## src/rtl/cpt_pkg.sv

```systemverilog
// Package: bit positions of the Status and Cause fields used by the timer/gate.
// Assumes the architectural layout: pending field 15:8, hardware part 15:10.
package cpt_pkg;
    localparam int CNT_W     = 32;
    localparam int ST_W      = 16;
    localparam int IE_BIT    = 0;
    localparam int EXL_BIT   = 1;
    localparam int ERL_BIT   = 2;
    localparam int HWF_LO    = 10;
    localparam int HWF_HI    = 15;
    localparam int HWF_W     = HWF_HI - HWF_LO + 1;
    localparam int EXT_LINES = HWF_W - 2;
    localparam int EXC_LO    = 2;
    localparam int EXC_W     = 5;
    localparam logic [EXC_W-1:0] EXC_INT = 5'd0;
endpackage

```

## src/rtl/cpt_counter.sv

```systemverilog
// Module: counter/compare pair with sticky timer request.
// Assumes cyc_en marks one processor cycle; a count write wins over the step.
module cpt_counter #(
    parameter int W = 32
) (
    input  logic         clk,
    input  logic         rst_n,
    input  logic         cyc_en,
    input  logic         wr_count,
    input  logic [W-1:0] count_wdata,
    input  logic         wr_compare,
    input  logic [W-1:0] compare_wdata,
    output logic [W-1:0] count_o,
    output logic         match_o,
    output logic         ti_o
);
    logic [W-1:0] count_q;
    logic [W-1:0] compare_q;
    logic [W-1:0] count_inc;
    logic         ti_q;

    // Incremented value and the equality test on it.
    always_comb begin
        count_inc = count_q + 1'b1;
        match_o   = cyc_en && !wr_count && (count_inc == compare_q);
    end

    // Counter register: load, step or hold.
    always_ff @(posedge clk) begin
        if (!rst_n)          count_q <= '0;
        else if (wr_count)   count_q <= count_wdata;
        else if (cyc_en)     count_q <= count_inc;
    end

    // Compare register, reset to all ones so a fresh count does not match soon.
    always_ff @(posedge clk) begin
        if (!rst_n)          compare_q <= '1;
        else if (wr_compare) compare_q <= compare_wdata;
    end

    // Sticky timer request; a compare write clears it.
    always_ff @(posedge clk) begin
        if (!rst_n)          ti_q <= 1'b0;
        else if (wr_compare) ti_q <= 1'b0;
        else if (match_o)    ti_q <= 1'b1;
    end

    assign count_o = count_q;
    assign ti_o    = ti_q;
endmodule

```

## src/rtl/cpt_irq_gate.sv

```systemverilog
// Module: enable check, slave sampling and mask overlap that decide a take.
// Assumes Status bits are already registered; the take decision is combinational.
module cpt_irq_gate
    import cpt_pkg::*;
(
    input  logic                 clk,
    input  logic                 rst_n,
    input  logic                 cyc_en,
    input  logic [ST_W-1:0]      status,
    input  logic                 ti_eff,
    input  logic [EXT_LINES-1:0] hw_irq,
    input  logic                 slave_irq,
    output logic                 slave_o,
    output logic                 take_d
);
    logic              enabled;
    logic [HWF_W-1:0]  pend;
    logic              slave_q;

    // Enable condition and pending/mask overlap of the hardware field.
    always_comb begin
        enabled = status[IE_BIT] && !status[EXL_BIT] && !status[ERL_BIT];
        pend    = {ti_eff, hw_irq, slave_irq};
        take_d  = cyc_en && enabled && (|(pend & status[HWF_HI:HWF_LO]));
    end

    // Slave line is captured only on enabled strobed cycles.
    always_ff @(posedge clk) begin
        if (!rst_n)                 slave_q <= 1'b0;
        else if (cyc_en && enabled) slave_q <= slave_irq;
    end

    assign slave_o = slave_q;
endmodule

```

## src/rtl/cp_timer_irq_gate.sv

```systemverilog
// Module: top of the timer and interrupt gate; holds Status, Cause soft bits,
// exception code and wait flag. Assumes one strobe per processor cycle.
module cp_timer_irq_gate
    import cpt_pkg::*;
(
    input  logic                 clk,
    input  logic                 rst_n,
    input  logic                 cyc_en,
    input  logic                 wr_count,
    input  logic [CNT_W-1:0]     count_wdata,
    input  logic                 wr_compare,
    input  logic [CNT_W-1:0]     compare_wdata,
    input  logic                 wr_status,
    input  logic [ST_W-1:0]      status_wdata,
    input  logic                 wr_cause,
    input  logic [31:0]          cause_wdata,
    input  logic                 wait_req,
    input  logic [EXT_LINES-1:0] hw_irq,
    input  logic                 slave_irq,
    output logic [CNT_W-1:0]     count_o,
    output logic [31:0]          cause_o,
    output logic                 take_o,
    output logic                 wait_o
);
    logic [ST_W-1:0]  status_q;
    logic [1:0]       sw_q;
    logic [EXC_W-1:0] exc_q;
    logic             wait_q;
    logic             take_q;
    logic             match;
    logic             ti_q;
    logic             slave_q;
    logic             take_d;

    cpt_counter #(.W(CNT_W)) u_cnt (
        .clk(clk), .rst_n(rst_n), .cyc_en(cyc_en),
        .wr_count(wr_count), .count_wdata(count_wdata),
        .wr_compare(wr_compare), .compare_wdata(compare_wdata),
        .count_o(count_o), .match_o(match), .ti_o(ti_q)
    );

    cpt_irq_gate u_gate (
        .clk(clk), .rst_n(rst_n), .cyc_en(cyc_en), .status(status_q),
        .ti_eff(ti_q || match), .hw_irq(hw_irq), .slave_irq(slave_irq),
        .slave_o(slave_q), .take_d(take_d)
    );

    // Status register.
    always_ff @(posedge clk) begin
        if (!rst_n)         status_q <= '0;
        else if (wr_status) status_q <= status_wdata;
    end

    // Software pending bits and exception code; a take records the interrupt code.
    always_ff @(posedge clk) begin
        if (!rst_n) begin
            sw_q  <= '0;
            exc_q <= '0;
        end else begin
            if (wr_cause) begin
                sw_q  <= cause_wdata[9:8];
                exc_q <= cause_wdata[EXC_LO+EXC_W-1:EXC_LO];
            end
            if (take_d) exc_q <= EXC_INT;
        end
    end

    // Wait flag: a take leaves the wait state, else a request enters it.
    always_ff @(posedge clk) begin
        if (!rst_n)        wait_q <= 1'b0;
        else if (take_d)   wait_q <= 1'b0;
        else if (wait_req) wait_q <= 1'b1;
    end

    // One-cycle take pulse.
    always_ff @(posedge clk) begin
        if (!rst_n) take_q <= 1'b0;
        else        take_q <= take_d;
    end

    // Cause view assembled from its owners.
    always_comb begin
        cause_o                          = '0;
        cause_o[15]                      = ti_q;
        cause_o[14:11]                   = hw_irq;
        cause_o[10]                      = slave_q;
        cause_o[9:8]                     = sw_q;
        cause_o[EXC_LO+EXC_W-1:EXC_LO]   = exc_q;
    end

    assign take_o = take_q;
    assign wait_o = wait_q;
endmodule

```

## config.mk

```make
export PLATFORM = sky130hd
export DESIGN_NAME = cp_timer_irq_gate
export DESIGN_NICKNAME = d
export VERILOG_FILES = /design/src/rtl/cpt_pkg.sv /design/src/rtl/cpt_counter.sv /design/src/rtl/cpt_irq_gate.sv /design/src/rtl/cp_timer_irq_gate.sv
export SDC_FILE = /design/constraint.sdc
export NUM_CORES = 1
export LEC_CHECK = 0
export BUFFER_PORTS_ARGS = -buffer_cell sky130_fd_sc_hd__buf_2
export CAP_MARGIN = 20
export CORE_MARGIN = 2
export CORE_UTILIZATION = 55
export CTS_BUF_LIST = sky130_fd_sc_hd__clkbuf_8
export DETAILED_ROUTE_END_ITERATION = 8
export PLACE_DENSITY = 0.85
export SYNTH_ARGS = -nofsm -noshare
export SYNTH_HDL_FRONTEND = slang
export SYNTH_SLANG_ARGS = --single-unit
```

## constraint.sdc

```tcl
create_clock -name clk -period 4.9 [get_ports clk]
set_input_delay 0.245 -clock clk [delete_from_list [all_inputs] [get_ports clk]]
set_output_delay 0.245 -clock clk [all_outputs]
set_load 0.02 [all_outputs]
```

==> metrics.txt, run 1 <==
final hold violation count 0; clk sinks 84; Starting DRT DRC Count ~390; core footprint 8760 um2; Inserted Clock Buffers 9; worst path cell trace ha_1 > and3_1 > nand4_1 > nor4b_1 > o211ai_1 > or4_1 > nor4_2 > o41a_4 > nor2_2; unrepaired setup endpoints after global routing false; fin cells 818; H-tree levels 3; setup TNS 0 ns; HP Class input port to flop; MaxCap Viol Count 0; crit path kind flop to flop; # diodes 0; slowest CP cell dfxtp_1; Vias/cell ~5.8; Die W ~100 um; layout cells sized above 1 between 20% and 30%; status completed; Primary FF master, synth dfxtp_1; synth unique cells 62; cell area after synthesis ~5000 um2; Area Growth Syn to Fin 13.9%; Final Cycle Share between 60 and 70%; CP arrival 3.65 ns; area leader, netlist dfxtp_1; cell area power density about 280 nW/um2; # IOs 191; IO buf count about 140; CTS Root Cell clkbuf_8; DRC errors left 0; GPL Wtd Cong just over 0.9; post-DP HPWL roughly 10000 um; vias in the first global route approximately 4400; WL final roughly 13000 um; post-synthesis async set-or-reset flop share 0%; clk_lat worst skew 0.36 ns; DRT Pass-1 Iters 5; Leak between 2 and 2.5 nW; Die Footprint a little under 10000 um2; number of synthesized flops with an enable pin 0; global route overflow 0; initial antenna violation count 0; most frequent cell after synthesis dfxtp_1; Buf+Inv Stages, Crit Path 0; Initial Util 57.2%; Peak VDD IR around 0.18 mV; CTS hold repair buffers 0; top cells by count, synth 84 x dfxtp_1, 83 x nor2_1, 58 x nand2_1; Hold Startpoint wait_req; Worst R2R Start u_cnt.count_o[0]; CTS resizes 0; Crit Path Max Fanout 8; WL per Instance between 15 and 20 um; die outline height 99.4 um; syn avg cell area just over 8 um2; pin count of the biggest net entering global routing 58; CP startpoint kind flop; worst-margin pin slew 0.954 ns; clk buf depth 2; Tot GR Track Use 26.9%; Post-DRT Antenna Nets 0; Min Clock Period, post-route ~3.4 ns; CP Capture Type flop; final net count ~830; Synth area leaders dfxtp_1 34%, mux2i_1 11%, nor2_1 6.2%; via count around 4700; Largest stage delay, worst path 0.55 ns; Setup Buffers After CTS 0; post-synthesis sequential area ratio between 30 and 40%; Post-Synthesis Cells 604; Clock Pin Slew Worst Setup and Hold Paths roughly 0.090 ns; Setup-failing EPs final 0; Final Max Tran Viols 0; Seq cells post-synth between 80 and 90; warnings from Yosys 0; CTS tree done; Largest delay share family, worst path simple AND/OR/NAND/NOR gates; Rows 34; achievable frequency 295 MHz; first-pass GRT wire length about 21000 um; dpl cells 804; Fin Hold WS ~0.090 ns; clk_skew roughly 0.0085 ns; CP startpoint u_cnt.count_o[0]; top cell type's share of synthesized area between 30 and 40%; Slew headroom ~36%; CP Data Required Time ~5.2 ns; Final Util 65.1%; Power, Total between 0.0015 and 0.002 W
==> routing by layer <==
layer	share of wire, %	vias up	track usage, %
li1	-	2273	-
met1	42	2173	34.7
met2	48	235	45.2
met3	8.6	24	6.47
met4	1.2	0	6.95
met5	0	-	0
==> worst paths after layout <==
kind	end	slack (ns)	depth (start not counted)
worst max-delay path	exc_q[3]	1.51	9
worst min-delay path	wait_o	0.09	3
worst max register to register	exc_q[3]	1.51	9
worst min register to register	wait_o	0.50	2
==> where the power goes <==
group / switching [W] / internal [W]
Sequential: 0.0000610 / 0.000726
Combinational: 0.000161 / 0.000126
Clock: 0.000263 / 0.000233
==> placed cells by master, fill, tap and decap left out, types with 2 or more instances in the layout <==
master	instances
buf_2	139
dfxtp_1	84
nor2_1	83
nand2_1	58
mux2i_1	56
a21oi_1	35
xnor2_1	34
xor2_1	31
nand3_1	24
conb_1	19
nand4_1	18
o21ai_0	10
nor3_1	9
clkbuf_8	9
nor4_1	8
inv_1	7
and4_1	6
nor2_2	6
o211ai_1	5
or4_1	5
and3_1	4
or3_1	4
and2_1	3
o31a_1	3
o22ai_1	3
buf_4	3
nor4b_1	2
a311oi_1	2
o2bb2ai_1	2
a211oi_1	2
o21ai_1	2
inv_6	2
==> worst min-delay path, stage by stage <==
cell and delay (ns):
buf_2 0.08, nor2_1 0.04, nor2_2 0.06
==> state kept, by name, indices dropped and copies added, names as in the netlist <==
register	count
u_cnt.count_o	32
u_cnt.ti_o	1
u_gate.slave_o	1
take_o	1
sw_q	2
exc_q	5
u_cnt.compare_q	32
status_q	9
wait_o	1
==> metrics by stage <==
stage	worst slack [ns]	area [um2]
2_1_floorplan	1.94	5080
3_3_place_gp	1.70	5520
3_5_place_dp	1.60	5520
4_1_cts	1.58	5700
5_1_grt	1.31	5700
6_report	1.51	5700
==> area by class of cell <==
cell class	instances	area, um2
clock inverters	5	60.1
well taps	108	135
inverters	7	26.3
flip-flops and latches	84	1680
repair buffers	142	718
multi-input cells	463	2960
fillers	757	3060
clock buffers	9	124
==> cells by family after synthesis <==
kind of cell / synth area share, %
other: 0.0749
AOI/OAI and AO/OA: 10.2
xor gates and xnor gates: 11.7
muxes: 11.2
and+or+nand+nor: 24.4
adders and majority gates: 0.250
buffers and inverters: 8.72
DFF: 33.6
Power figures use the tool's default switching activity.
==> run 2: changes to the inputs <==
--- a/config.mk
+++ b/config.mk
@@ -5,13 +5,14 @@
 export SDC_FILE = /design/constraint.sdc
 export NUM_CORES = 1
 export LEC_CHECK = 0
+export ABC_AREA = 1
 export BUFFER_PORTS_ARGS = -buffer_cell sky130_fd_sc_hd__buf_2
 export CAP_MARGIN = 20
 export CORE_MARGIN = 2
-export CORE_UTILIZATION = 55
+export CORE_UTILIZATION = 51
 export CTS_BUF_LIST = sky130_fd_sc_hd__clkbuf_8
 export DETAILED_ROUTE_END_ITERATION = 8
-export PLACE_DENSITY = 0.85
+export PLACE_DENSITY = 0.8
 export SYNTH_ARGS = -nofsm -noshare
 export SYNTH_HDL_FRONTEND = slang
 export SYNTH_SLANG_ARGS = --single-unit
==> constraint.sdc (replaced) <==
create_clock -name clk -period 3.41 [get_ports clk]
set_input_delay 0.1705 -clock clk [delete_from_list [all_inputs] [get_ports clk]]
set_output_delay 0.1705 -clock clk [all_outputs]
set_load 0.02 [all_outputs]
==> run 2 against run 1 <==
Synthesized area is 0.22% higher; flip-flop and latch count did not move; register-to-register slack worse by 0.70 ns; sequential power up 40%; first-iteration DRC count is 32% lower; cell area up 3.5%; via count rose by 14%; non-clock buffer count stayed put; global-route usage down 0.66 points; critical endpoint is now exc_q[4].
==> metrics.txt, run 2 <==
Post-DRT Antenna Nets 0; Initial Util about half; HP Class input port to flop; cell area power density about 390 nW/um2; Rows 36; Clock Pin Slew Worst Setup and Hold Paths 0.09 ns; Inserted Clock Buffers 9; Area after DPL ~5700 um2; Slew headroom a little over a third; worst-margin pin slew a little under 1 ns; commonest non-fill, non-tap cells in the layout 277 x nand2_1, 139 x buf_2, 93 x nand3_1; Seq cells post-synth 84; Buf+Inv Stages, Crit Path 1; pin count of the biggest net entering global routing 55; Fin Hold WS between 0.01 and 0.015 ns; clk_lat worst skew roughly 0.37 ns; sequential cell area 1680 um2; Tot GR Track Use around a quarter; CP Capture Type flop; CTS tree done; multi-input logic area ~2800 um2; cell area after synthesis about 5000 um2; commonest non-fill, non-tap cell in the layout nand2_1; post-synthesis sequential area ratio 33.5%; worst path cell trace nand2_1 > nor2_2 > nand3_1 > inv_1 > nand2_1 > nand2_1 > nand2_1 > nand2_1 > nand2_1 > nor2_1 > nand2_1 > nor2_1 > nand3_1 > nand2_1 > nand2_1 > nand2_1 > nand2_2 > nand2_4 > nor2_1; CP startpoint kind flop; Largest stage delay, worst path between 0.4 and 0.5 ns; Setup Buffers After CTS 0; Min Clock Period, post-route 2.59 ns; dpl ws around 0.84 ns; clk buf depth 2; Final Max Tran Viols 0; reg2reg path depth 19; CTS hold repair buffers 0; Primary FF master, synth dfxtp_1; core footprint slightly below 10000 um2; Largest delay share family, worst path simple AND/OR/NAND/NOR gates; DRC errors left 0; area leader, netlist dfxtp_1; IO buf count 139; CTS resizes 0; Hold Startpoint compare_wdata[1]; top cell type's share of synthesized area about a third; Synth area leaders dfxtp_1 33%, nand2_1 21%, nand3_1 9.3%; GPL Wtd Cong between 0.9 and 1; achievable frequency approximately 390 MHz; initial antenna violation count 0; setup TNS 0 ns; Crit Path Max Fanout 6; Post-Synthesis Cells around 810; WL final about 14000 um; clk sinks 84; CP arrival about 2.9 ns; most frequent cell after synthesis nand2_1; post-route cell area between 5000 and 6000 um2; WHS Path Cells 3; Vias/cell between 5 and 6; post-route setup slack 0.815 ns; syn avg cell area just over 6 um2; final net count 1052; Leak ~2.9 nW; Crit path top cell by count nand2_1; # IOs 191; global route overflow 0; CP startpoint u_cnt.count_o[4]; CP Data Required Time roughly 3.7 ns; vias in the first global route roughly 4700; Final Util between 60% and 70%; CTS Root Cell clkbuf_8; final hold violation count 0; Die W about 100 um; status completed; post-DP HPWL 10200 um; DRT Pass-1 Iters 5; via count ~5300; Area Growth Syn to Fin 17.6%; post-synthesis async set-or-reset flop share 0%; MaxCap Viol Count 0; Die Footprint about 11000 um2; WP depth 19; H-tree levels 3; Starting DRT DRC Count 260; crit path kind flop to flop; first-pass GRT wire length between 20000 and 25000 um; layout cells sized above 1 19.3%; Final Cycle Share 76.1%; number of synthesized flops with an enable pin 0; # diodes 0; Peak VDD IR approximately 0.20 mV; Setup-failing EPs final 0; top cells by count, synth 277 x nand2_1, 93 x nand3_1, 87 x nor2_1; die outline height 103 um; warnings from Yosys 0; unrepaired setup endpoints after global routing false; Worst R2R Start u_cnt.count_o[4]; slowest CP cell dfxtp_1; synth unique cells 30; filler instances ~930; WL per Instance between 10 and 15 um; clk_skew around 0.012 ns
==> run 2: cell types whose count changed after synthesis, moves of 32 or more <==
cell     delta
xnor2_1    -32
inv_1      +64
nand2_1   +219
mux2i_1    -51
nand3_1    +69
==> run 2: worst paths after layout <==
path | to | slack (ns)
hold / removal | u_cnt.compare_q[1] | 0.01
setup / recovery | exc_q[4] | 0.82
hold reg to reg | status_q[2] | 0.46
setup reg to reg | exc_q[4] | 0.82
==> run 2: power by group <==
part | switching (W) | internal (W)
combinational | 0.000239 | 0.000151
sequential | 0.0000596 | 0.00104
clock | 0.000388 | 0.000416
==> run 2: final cells by class <==
type / count / share of cell area, %
clock buffer: 9 / 2.10
multi-input combinational: 616 / 48.1
inverter: 73 / 4.64
sequential: 84 / 28.5
tap: 133 / 2.82
timing repair buffer: 142 / 12.2
clock inverter: 7 / 1.65
==> run 2: metrics by stage <==
stage | total power (W) | cells
floorplan | 0.00139 | 824
global placement | 0.00151 | 1048
detailed placement | 0.00151 | 1048
CTS | 0.00231 | 1064
global route | 0.00243 | 1064
finish | 0.00230 | 1064
==> run 2: kinds of logic after synthesis <==
group,after synthesis,share of synthesized area [%]
DFF,84,33.5
and+or+nand+nor,487,40.9
AOI/OAI and AO/OA,97,10.6
xor gates and xnor gates,7,2.34
other,1,0.0747
adders and majority gates,1,0.249
muxes,5,0.997
buffers and inverters,124,11.4
==> run 2: tightest hold or removal path: cells and delay by family <==
family | cells | cell delay, ns
buf+inv | 1 | 0.08
compound gates | 2 | 0.10
==> run 2: layer usage <==
layer,wire length (um),global-route usage (%),vias up
met5,0,0,-
met4,198,7.69,0
met3,827,5.17,19
met2,6470,44.9,166
met1,6080,33.6,2379
li1,-,-,2785
